File: src/rtl/spi_ctrl_pkg.sv
package spi_ctrl_pkg;
    typedef enum logic {
        ST_IDLE = 1'b0,
        ST_RUN  = 1'b1
    } xfer_state_e;
endpackage

File: src/rtl/spi_pin_sync.sv
// Multi-stage synchronizer for asynchronous pin inputs.
module spi_pin_sync #(
    parameter int         W       = 3,
    parameter int         STAGES  = 2,
    parameter logic [W-1:0] RST_VAL = '0
) (
    input  logic         clk,
    input  logic         rst_n,
    input  logic [W-1:0] din,
    output logic [W-1:0] dout
);
    typedef struct packed {
        logic [STAGES-1:0][W-1:0] stg;
    } sync_t;

    sync_t sq, sd;

    always_comb begin
        sd = sq;
        sd.stg[0] = din;
        for (int i = 1; i < STAGES; i++) begin
            sd.stg[i] = sq.stg[i-1];
        end
    end

    always_ff @(posedge clk or negedge rst_n) begin
        if (!rst_n) begin
            for (int i = 0; i < STAGES; i++) begin
                sq.stg[i] <= RST_VAL;
            end
        end else begin
            sq <= sd;
        end
    end

    assign dout = sq.stg[STAGES-1];
endmodule

File: src/rtl/spi_sck_gen.sv
// Half-period tick generator: one tick every 2^div cycles while run is high.
module spi_sck_gen #(
    parameter int DIV_W = 3,
    parameter int CNT_W = 7
) (
    input  logic             clk,
    input  logic             rst_n,
    input  logic             run,
    input  logic [DIV_W-1:0] div,
    output logic             tick
);
    typedef struct packed {
        logic [CNT_W-1:0] cnt;
    } gen_t;

    gen_t gq, gd;
    logic [CNT_W-1:0] lim;

    always_comb begin
        lim  = ~({CNT_W{1'b1}} << div);
        tick = run && (gq.cnt == lim);
        gd   = gq;
        if (!run || tick) begin
            gd.cnt = '0;
        end else begin
            gd.cnt = gq.cnt + 1'b1;
        end
    end

    always_ff @(posedge clk or negedge rst_n) begin
        if (!rst_n) gq <= '0;
        else        gq <= gd;
    end
endmodule

File: src/rtl/spi_nss_ctl.sv
// Internal select selection, select-pin drive and multimaster fault.
module spi_nss_ctl (
    input  logic clk,
    input  logic rst_n,
    input  logic cfg_en,
    input  logic cfg_master,
    input  logic cfg_ssm,
    input  logic cfg_ssi,
    input  logic cfg_ssoe,
    input  logic nss_s,
    input  logic fault_clr,
    output logic nss_int,
    output logic master_eff,
    output logic en_eff,
    output logic fault,
    output logic nss_o,
    output logic nss_oe
);
    typedef struct packed {
        logic fault;
    } sel_t;

    sel_t nq, nd;
    logic conflict;

    always_comb begin
        nss_int  = cfg_ssm ? cfg_ssi : nss_s;
        conflict = cfg_en && cfg_master && !cfg_ssoe && !nss_int;
        nd       = nq;
        if (nq.fault && fault_clr) nd.fault = 1'b0;
        if (conflict && !nq.fault) nd.fault = 1'b1;
    end

    always_ff @(posedge clk or negedge rst_n) begin
        if (!rst_n) nq <= '0;
        else        nq <= nd;
    end

    assign fault      = nq.fault;
    assign master_eff = cfg_master && !nq.fault;
    assign en_eff     = cfg_en && !nq.fault;
    assign nss_oe     = master_eff && en_eff && cfg_ssoe;
    assign nss_o      = 1'b0;
endmodule

File: src/rtl/spi_shift_core.sv
// Shift register, bit counter and byte buffers for both roles.
module spi_shift_core
    import spi_ctrl_pkg::*;
#(
    parameter int DATA_W = 8,
    parameter int BIT_W  = 3
) (
    input  logic              clk,
    input  logic              rst_n,
    input  logic              master,
    input  logic              en,
    input  logic              nss_int,
    input  logic              tick,
    input  logic              miso_i,
    input  logic              sck_s,
    input  logic              mosi_s,
    input  logic              wr_en,
    input  logic [DATA_W-1:0] wr_data,
    input  logic              rd_en,
    output logic [DATA_W-1:0] rx_data,
    output logic              sck_o,
    output logic              sdo,
    output logic              txe,
    output logic              rxne,
    output logic              busy
);
    typedef struct packed {
        xfer_state_e       st;
        logic [BIT_W-1:0]  bitn;
        logic              sck;
        logic              rxbit;
        logic              sck_prev;
        logic [DATA_W-1:0] shreg;
        logic [DATA_W-1:0] txbuf;
        logic [DATA_W-1:0] rxbuf;
        logic              txfull;
        logic              rxne;
    } core_t;

    localparam logic [BIT_W-1:0] LAST_BIT = BIT_W'(DATA_W - 1);

    core_t cq, cd;
    logic active, s_rise, s_fall, step_rise, step_fall, last;
    logic [DATA_W-1:0] shifted;

    always_comb begin
        cd          = cq;
        cd.sck_prev = sck_s;
        s_rise      = sck_s && !cq.sck_prev;
        s_fall      = !sck_s && cq.sck_prev;
        active      = en && (master || !nss_int);
        last        = (cq.bitn == LAST_BIT);
        shifted     = {cq.shreg[DATA_W-2:0], cq.rxbit};
        step_rise   = master ? (tick && !cq.sck) : s_rise;
        step_fall   = master ? (tick && cq.sck) : s_fall;

        if (wr_en && !cq.txfull) begin
            cd.txbuf  = wr_data;
            cd.txfull = 1'b1;
        end
        if (rd_en) cd.rxne = 1'b0;

        if (!active) begin
            if (cq.st == ST_RUN) cd.shreg = '0;
            cd.st   = ST_IDLE;
            cd.bitn = '0;
            cd.sck  = 1'b0;
            if (en && !master && cq.txfull) begin
                cd.shreg  = cq.txbuf;
                cd.txfull = 1'b0;
            end
        end else if (cq.st == ST_IDLE) begin
            if (cq.txfull) begin
                cd.shreg  = cq.txbuf;
                cd.txfull = 1'b0;
                if (master) begin
                    cd.st   = ST_RUN;
                    cd.bitn = '0;
                    cd.sck  = 1'b0;
                end
            end else if (!master && s_rise) begin
                cd.st    = ST_RUN;
                cd.rxbit = mosi_s;
            end
        end else begin
            if (master && tick) cd.sck = !cq.sck;
            if (step_rise) cd.rxbit = master ? miso_i : mosi_s;
            if (step_fall) begin
                if (last) begin
                    cd.rxbuf = shifted;
                    cd.rxne  = 1'b1;
                    cd.st    = ST_IDLE;
                    cd.bitn  = '0;
                    cd.shreg = '0;
                end else begin
                    cd.shreg = shifted;
                    cd.bitn  = cq.bitn + 1'b1;
                end
            end
        end
    end

    always_ff @(posedge clk or negedge rst_n) begin
        if (!rst_n) cq <= '0;
        else        cq <= cd;
    end

    assign rx_data = cq.rxbuf;
    assign sck_o   = cq.sck;
    assign sdo     = cq.shreg[DATA_W-1];
    assign txe     = !cq.txfull;
    assign rxne    = cq.rxne;
    assign busy    = (cq.st == ST_RUN);
endmodule

File: src/rtl/spi_ctrl.sv
// Top level: pin synchronizers, select logic, clock divider, shift core.
module spi_ctrl #(
    parameter int DATA_W      = 8,
    parameter int DIV_W       = 3,
    parameter int SYNC_STAGES = 2
) (
    input  logic              clk,
    input  logic              rst_n,
    input  logic              cfg_en,
    input  logic              cfg_master,
    input  logic              cfg_ssm,
    input  logic              cfg_ssi,
    input  logic              cfg_ssoe,
    input  logic [DIV_W-1:0]  cfg_div,
    input  logic              fault_clr,
    input  logic              wr_en,
    input  logic [DATA_W-1:0] wr_data,
    input  logic              rd_en,
    output logic [DATA_W-1:0] rd_data,
    input  logic              sck_i,
    output logic              sck_o,
    output logic              sck_oe,
    input  logic              mosi_i,
    output logic              mosi_o,
    output logic              mosi_oe,
    input  logic              miso_i,
    output logic              miso_o,
    output logic              miso_oe,
    input  logic              nss_i,
    output logic              nss_o,
    output logic              nss_oe,
    output logic              txe,
    output logic              rxne,
    output logic              busy,
    output logic              mode_fault,
    output logic              master_act
);
    localparam int CNT_W = (1 << DIV_W) - 1;
    localparam int BIT_W = $clog2(DATA_W);

    logic [2:0] pins_s;
    logic sck_s, mosi_s, nss_s;
    logic nss_int, master_eff, en_eff, tick, sdo;

    spi_pin_sync #(
        .W      (3),
        .STAGES (SYNC_STAGES),
        .RST_VAL(3'b100)
    ) u_sync (
        .clk  (clk),
        .rst_n(rst_n),
        .din  ({nss_i, mosi_i, sck_i}),
        .dout (pins_s)
    );

    assign sck_s  = pins_s[0];
    assign mosi_s = pins_s[1];
    assign nss_s  = pins_s[2];

    spi_nss_ctl u_sel (
        .clk       (clk),
        .rst_n     (rst_n),
        .cfg_en    (cfg_en),
        .cfg_master(cfg_master),
        .cfg_ssm   (cfg_ssm),
        .cfg_ssi   (cfg_ssi),
        .cfg_ssoe  (cfg_ssoe),
        .nss_s     (nss_s),
        .fault_clr (fault_clr),
        .nss_int   (nss_int),
        .master_eff(master_eff),
        .en_eff    (en_eff),
        .fault     (mode_fault),
        .nss_o     (nss_o),
        .nss_oe    (nss_oe)
    );

    spi_sck_gen #(
        .DIV_W(DIV_W),
        .CNT_W(CNT_W)
    ) u_gen (
        .clk  (clk),
        .rst_n(rst_n),
        .run  (busy && master_eff),
        .div  (cfg_div),
        .tick (tick)
    );

    spi_shift_core #(
        .DATA_W(DATA_W),
        .BIT_W (BIT_W)
    ) u_core (
        .clk    (clk),
        .rst_n  (rst_n),
        .master (master_eff),
        .en     (en_eff),
        .nss_int(nss_int),
        .tick   (tick),
        .miso_i (miso_i),
        .sck_s  (sck_s),
        .mosi_s (mosi_s),
        .wr_en  (wr_en),
        .wr_data(wr_data),
        .rd_en  (rd_en),
        .rx_data(rd_data),
        .sck_o  (sck_o),
        .sdo    (sdo),
        .txe    (txe),
        .rxne   (rxne),
        .busy   (busy)
    );

    assign sck_oe     = master_eff && en_eff;
    assign mosi_oe    = master_eff && en_eff;
    assign mosi_o     = sdo;
    assign miso_o     = sdo;
    assign miso_oe    = !master_eff && en_eff && !nss_int;
    assign master_act = master_eff;
endmodule

File: config.mk
export PLATFORM = sky130hd
export DESIGN_NAME = spi_ctrl
export DESIGN_NICKNAME = d
export VERILOG_FILES = /design/src/rtl/spi_ctrl_pkg.sv /design/src/rtl/spi_pin_sync.sv /design/src/rtl/spi_sck_gen.sv /design/src/rtl/spi_nss_ctl.sv /design/src/rtl/spi_shift_core.sv /design/src/rtl/spi_ctrl.sv
export SDC_FILE = /design/constraint.sdc
export NUM_CORES = 1
export LEC_CHECK = 0
export ABC_AREA = 1
export ABC_CLOCK_PERIOD_IN_PS = 1540
export BUFFER_PORTS_ARGS = -buffer_cell sky130_fd_sc_hd__buf_2
export CAP_MARGIN = 20
export CORE_UTILIZATION = 30
export DETAILED_ROUTE_END_ITERATION = 6
export SLEW_MARGIN = 5
export SYNTH_ARGS = -nofsm -noshare
export SYNTH_HDL_FRONTEND = slang
export SYNTH_HIERARCHICAL = 1
export SYNTH_SLANG_ARGS = --single-unit
File: constraint.sdc
create_clock -name clk -period 1.54 [get_ports clk]
set_input_delay 0.154 -clock clk [delete_from_list [all_inputs] [get_ports clk]]
set_output_delay 0.154 -clock clk [all_outputs]
set_load 0.05 [all_outputs]
# Yosys cells after proc, flatten, opt, wreduce, memory -nomap -nowiden
# Index checks and enable logic that the tools add are counted.
# W data, S select, Z words.
# totals
word_cells	104
ff_bits	47
out_inout_bits	21
inputBits	25
# op_classes
n_reduce_logical	41
shifts	1
bitwise	1
muxes	37
add_sub_neg	2
eq_ne	8
# ops
operator	count
$mux W8	7
$mux W1	23
$logic_and A1 B1 Y1	22
$mux W5	2
$logic_not A1 Y1	9
$reduce_and A3 Y1	3
$mux W4	2
$reduce_and A4 Y1	2
$add A7 B1 Y7 const B	1
$eq A7 B7 Y1	1
$mux W7	1
$not A7 Y7	1
$shl A7 B3 Y7 const A	1
$mux W6	1
$ne A3 B3 Y1 const B	2
$reduce_bool A2 Y1	2
$add A3 B1 Y3 const B	1
$eq A3 B3 Y1 const B	1
$mux W3	1
$ne A3 B1 Y1 const B	1
$ne A3 B2 Y1 const B	1
$reduce_bool A3 Y1	1
$logic_or A1 B1 Y1	2
$ne A2 B1 Y1 const B	1
$ne A2 B2 Y1 const B	1

# Longest topological paths before layout
# depth
ltp_word	9
depth_mapped	15
depth_no_buf	14

# By module
# Netlist, hierarchy kept.
# by_module_without_submodules
module	instances	cells_each	area_each_um2
spi_shift_core	1	218	1766.7
spi_sck_gen	1	70	510.5
spi_pin_sync	1	6	152.6
spi_nss_ctl	1	22	113.9
spi_ctrl	1	9	43.8

# Worst setup path before layout
# No wires, ideal clock.
# synth_timing
path_kind	flip-flop to flip-flop
from	reg u_sel.nq (netlist: u_sel/fault)
to	reg u_core.cq (netlist bit u_core/sdo)
path_slack_ps	-781
n_path_buf	0
period_less_slack_ps	2321
setup_ps	119
arrival_ps	2202
path_stages_with_launch	15
path_cell_list	dfrtp_1 -> inv_2 -> nand2_1 -> inv_1 -> nand2_1 -> inv_1 -> inv_1 -> nor2_1 -> nand2_1 -> nand2_1 -> nand3_1 -> nand2_4 -> nand2_4 -> nand2_1 -> nand2_1
# synth_via
elab_chain_len	8
word_cells_on_any_way	18
# synth_rtl
element	line_no	source
from (decl)	spi_nss_ctl.sv:23	sel_t nq, nd;
from (signal assigned)	spi_nss_ctl.sv:36	else nq <= nd;
$logic_not A1 Y1	spi_nss_ctl.sv:40	assign master_eff = cfg_master && !nq.fault;
$logic_and A1 B1 Y1	spi_nss_ctl.sv:40	
net master_act	spi_ctrl.sv:36	output logic master_act
$logic_and A1 B1 Y1	spi_ctrl.sv:84	.run (busy && master_eff),
$logic_and A1 B1 Y1	spi_sck_gen.sv:21	tick = run && (gq.cnt == lim);
net tick	spi_ctrl.sv:43	logic nss_int, master_eff, en_eff, tick, sdo;
$logic_and A1 B1 Y1	spi_shift_core.sv:55	step_fall = master ? (tick && cq.sck) : s_fall;
$mux W1	spi_shift_core.sv:55	
$ne A3 B3 Y1 (no source line)	n/a	
$reduce_and A3 Y1 (no source line)	n/a	
to (signal assigned)	spi_shift_core.sv:104	if (!rst_n) cq <= '0;
to (signal assigned)	spi_shift_core.sv:105	else cq <= cd;
to (decl)	spi_shift_core.sv:42	core_t cq, cd;
# The timed path passes the listed nets, and every way through them passes these cells.
# A chain may end at the register's enable or synchronous reset.

# Worst setup path in the final report
# layout_timing
from	reg u_gen/gq[3] (netlist bit)
to	reg u_core.cq (netlist bit u_core/rx_data[4])
# layout_via
elab_chain_len	5
# layout_rtl
element	line_no	source
from (decl)	spi_sck_gen.sv:16	gen_t gq, gd;
from (signal assigned)	spi_sck_gen.sv:32	else gq <= gd;
$eq A7 B7 Y1	spi_sck_gen.sv:21	
$logic_and A1 B1 Y1	spi_sck_gen.sv:21	
net tick	spi_ctrl.sv:43	
$logic_and A1 B1 Y1	spi_shift_core.sv:55	
$mux W1	spi_shift_core.sv:55	
$reduce_and A4 Y1 (no source line)	n/a	
# The timed path passes the listed nets, and every way through them passes these cells.

==> results.md <==
- Int Power: 2.132 mW
- Sw Share: 0.3532
- DR vias: 2,252
- Critical path launch point type: flip-flop
- Fmax achieved: 563.4 MHz
- Die height: between 90 and 100 um
- Grt ovf: 0
- Max Root-Sink Buffers: 2
- I/O Buffers: 44
- WS Path Type: flip-flop to flip-flop
- Most frequent cell after synthesis: nand2_1
- Post-route ant nets: 0
- Violated checks: setup timing
- Combinational Power Share: 0.307
- Largest stage delay on the critical path: 0.41 ns
- CP arrival: 2.02 ns
- Tmin final: 1.775 ns
- Worst Hold Depth: 2
- Die width: 94.87 um
- Clk_skew: about 0.0033 ns
- Tcrit/Tclk final: 1.153
- Net switching power: 1.164 mW
- Hold Slack: roughly 0.013 ns
- # setup viols final: 24
- Synth area leader: dfrtp_1
- Yosys reg bits: 47
- Max_cap viols: 0
- CTS Root Cell: clkbuf_8
- Layout cells sized above 1: 0.4045
- Routability cong.: slightly below 0.8
- Synth cell types: 30
- Clock sink count: 47
- Syn Area/Cell: 7.961 um^2
- HPWL Detailed: 4023 um
- Capture point of the worst reg-to-reg path: u_core/rx_data[4]
- Syn Nets: around 350
- Worst Path Required: 1.78 ns
- Area Growth Syn to Fin: 36.85%
- Hold endpoint: u_core/rxne
- Hold path start: rd_en
- Final hold vios: 0
- Pwr dens: 930.7 mW/mm^2
- Area of the multi-input gates: 0.001338 mm^2
- Worst reg-to-reg setup slack: -0.24 ns
- Worst r2r src: u_gen/gq[3]
- # diodes: 0
- Top cell by count, worst path: nand2_2
- Cell Chain, Critical Path: inv_2, nand2_2, nand2_2, nand3_2, nor2_2, nand3_2, nor2_2, nand2_1, nand2_2, and2_4, clkbuf_16, nand4_1, nand2_1
- First-pass GRT wire length: 9384 um
- Part of the Yosys area used for sequential elements: 0.4555
- DR iter-0 viols: 64
- Synth Instances: 325
- R2r worst-path depth: 13
- Crit Path Max Fanout: 5
- Clock power share: 0.224
- Final non-filler cell area: 0.003541 mm^2
- CTS tree: done
- Post-synth EDFFs: 0
- GRT Overall Usage: 0.1305
- Leak pwr: 1.829 nW
- Post-route setup TNS: -4.542 ns
- Overall die area: 0.009000 mm^2
- Final Slew Violations: 0
- Synth Flop Type: dfrtp_1
- Initial Util: 0.3118
- RSZ-0062 raised after global routing: true
- # IOs: 46
- Crit. End Element: flip-flop
- Clock-pin slew on the worst setup and hold paths: 0.09 ns
- Maximum vdd drop: 0.0004067 V
- Residual DRC count: 0
- Outcome: complete, but fails checks
- Register area: around 0.0012 mm^2
- Vias in the first global route: 2,207
- Final Core Density: 0.4267
- Clk_lat worst skew: about 0.30 ns
- Synth async-reset ratio: 1.000
- WL/cell: 10.86 um
- Initial antenna violation count: 0
- Filler Cells Inserted: between 800 and 900
- Register share of total power: 0.470
- Area after DPL: 0.003124 mm^2
- Drt first pass iters: 4
- Rows: 33
- Area share of the largest cell type after synthesis: 0.4352
- Via/cell ratio: 4.433
- Fin nets: 430
- Synth warn: 6
- Syn Std Cell Area: between 0.002 and 0.003 mm^2
- CTS Buf Count: 5
- HP Class: primary input to flip-flop
- Area contributors post-synth: dfrtp_1, nand2_1, nand3_1
- Total core area: a little over 0.008 mm^2
- H-tree Lvls: 2
- Drt total wl: ~5500 um
- Slowest cell on crit path: dfrtp_1
- Min setup slack post-route: -0.2351 ns
- Largest net degree at the start of global routing: 48
- Most instantiated cells after synthesis: nand2_1, dfrtp_1, nand3_1
cell type report:
type,instances,area share
multi-input combinational,231,0.3777
sequential,47,0.3332
timing repair buffer,87,0.1940
tap,105,0.03710
inverter,30,0.03286
clock buffer,5,0.01943
clock inverter,3,0.005654
kinds of logic after synthesis:
logic type | after synthesis | synth area share
other cells | 1 | 0.001449
fa+ha+maj | 3 | 0.01451
xor+xnor | 5 | 0.01693
buf+inv | 48 | 0.09284
mux | 8 | 0.03482
simple gates | 207 | 0.3714
compound gates | 6 | 0.01257
flops | 47 | 0.4555
per-layer routing:
metal  vias to the layer above  global-route usage  share of wire
met5                         -                   0              0
met4                         0             0.04167          0.012
met1                      1030              0.1673           0.48
met2                        33              0.2212           0.47
met3                         5             0.02415          0.034
li1                       1184                   -              -
stage by stage:
step	setup WS [ns]	power [mW]	cells
finish	-0.2351	3.295	508
global route	-0.3914	3.509	508
detailed placement	-0.2252	2.440	485
CTS	-0.2175	3.222	502
floorplan	-0.4623	2.147	325
global placement	-0.1496	2.422	485
repair_timing:
item                                    in CTS  in global routing
buffers inserted                             4                  6
endpoints found under the setup margin      26                 28
endpoints found under the hold margin       48                  0
hold buffers                                 4                  0
gates resized for setup                     15                 39
cloned                                       1                  1
pin swaps                                   10                 19
sequential cells by signal, indices dropped and copies added (netlist names):
name and flops:
u_core/busy 1, u_core/cq 21, u_core/rx_data 8, u_core/rxne 1, u_core/sck_o 1, u_core/sdo 1, u_gen/gq 7, u_sel/fault 1
u_sync/dout 3, u_sync/sd 3
critical path: cells and delay by family, from the launching register on:
kind          cells  cell delay [ns]
flops             1             0.41
buf+inv           2             0.23
simple gates     11             1.09
placed cells by master (no fill, tap or decap), types with 3 or more instances in the layout:
cell type      netlist  routed
ha_1                 3       3
nand3_1             42      34
buf_12               0       5
clkbuf_8             0       5
inv_2                3       9
nor2_1              11       8
nand4_1              8       8
xor2_1               3       3
inv_1               25      18
buf_6                1       7
mux2_2               8       8
buf_2                3      39
nor3_1               3       3
nor2_2              11      13
nand2_4              4       7
nand3_2              3       9
clkinvlp_4           0       3
nor2_4               2       3
nand2_1            118     104
dfrtp_1             45      44
nand2_2              2      11
dlygate4sd3_1        0       4
nand3_4              0       3
buf_4               13      28
worst max-delay path by stage:
stage                     start           endpoint  slack [ns]  depth (start not counted)
global route        u_gen/gq[5]      u_core/cq[18]       -0.39                         14
detailed placement  u_gen/gq[3]      u_core/cq[21]       -0.23                         14
floorplan           u_sel/fault         u_core/sdo       -0.46                         14
finish              u_gen/gq[3]  u_core/rx_data[4]       -0.24                         13
CTS                 u_gen/gq[3]      u_core/cq[21]       -0.22                         14
global placement    u_gen/gq[3]      u_core/cq[19]       -0.15                         14
power by group through the flow:
stage	Clock, mW	Sequential, mW	Combinational, mW
floorplan	0	1.57	0.577
global placement	0	1.56	0.867
detailed placement	0	1.56	0.878
CTS	0.769	1.54	0.916
global route	0.810	1.58	1.12
finish	0.737	1.55	1.01
No activity file was read; power rests on OpenSTA's default activity.
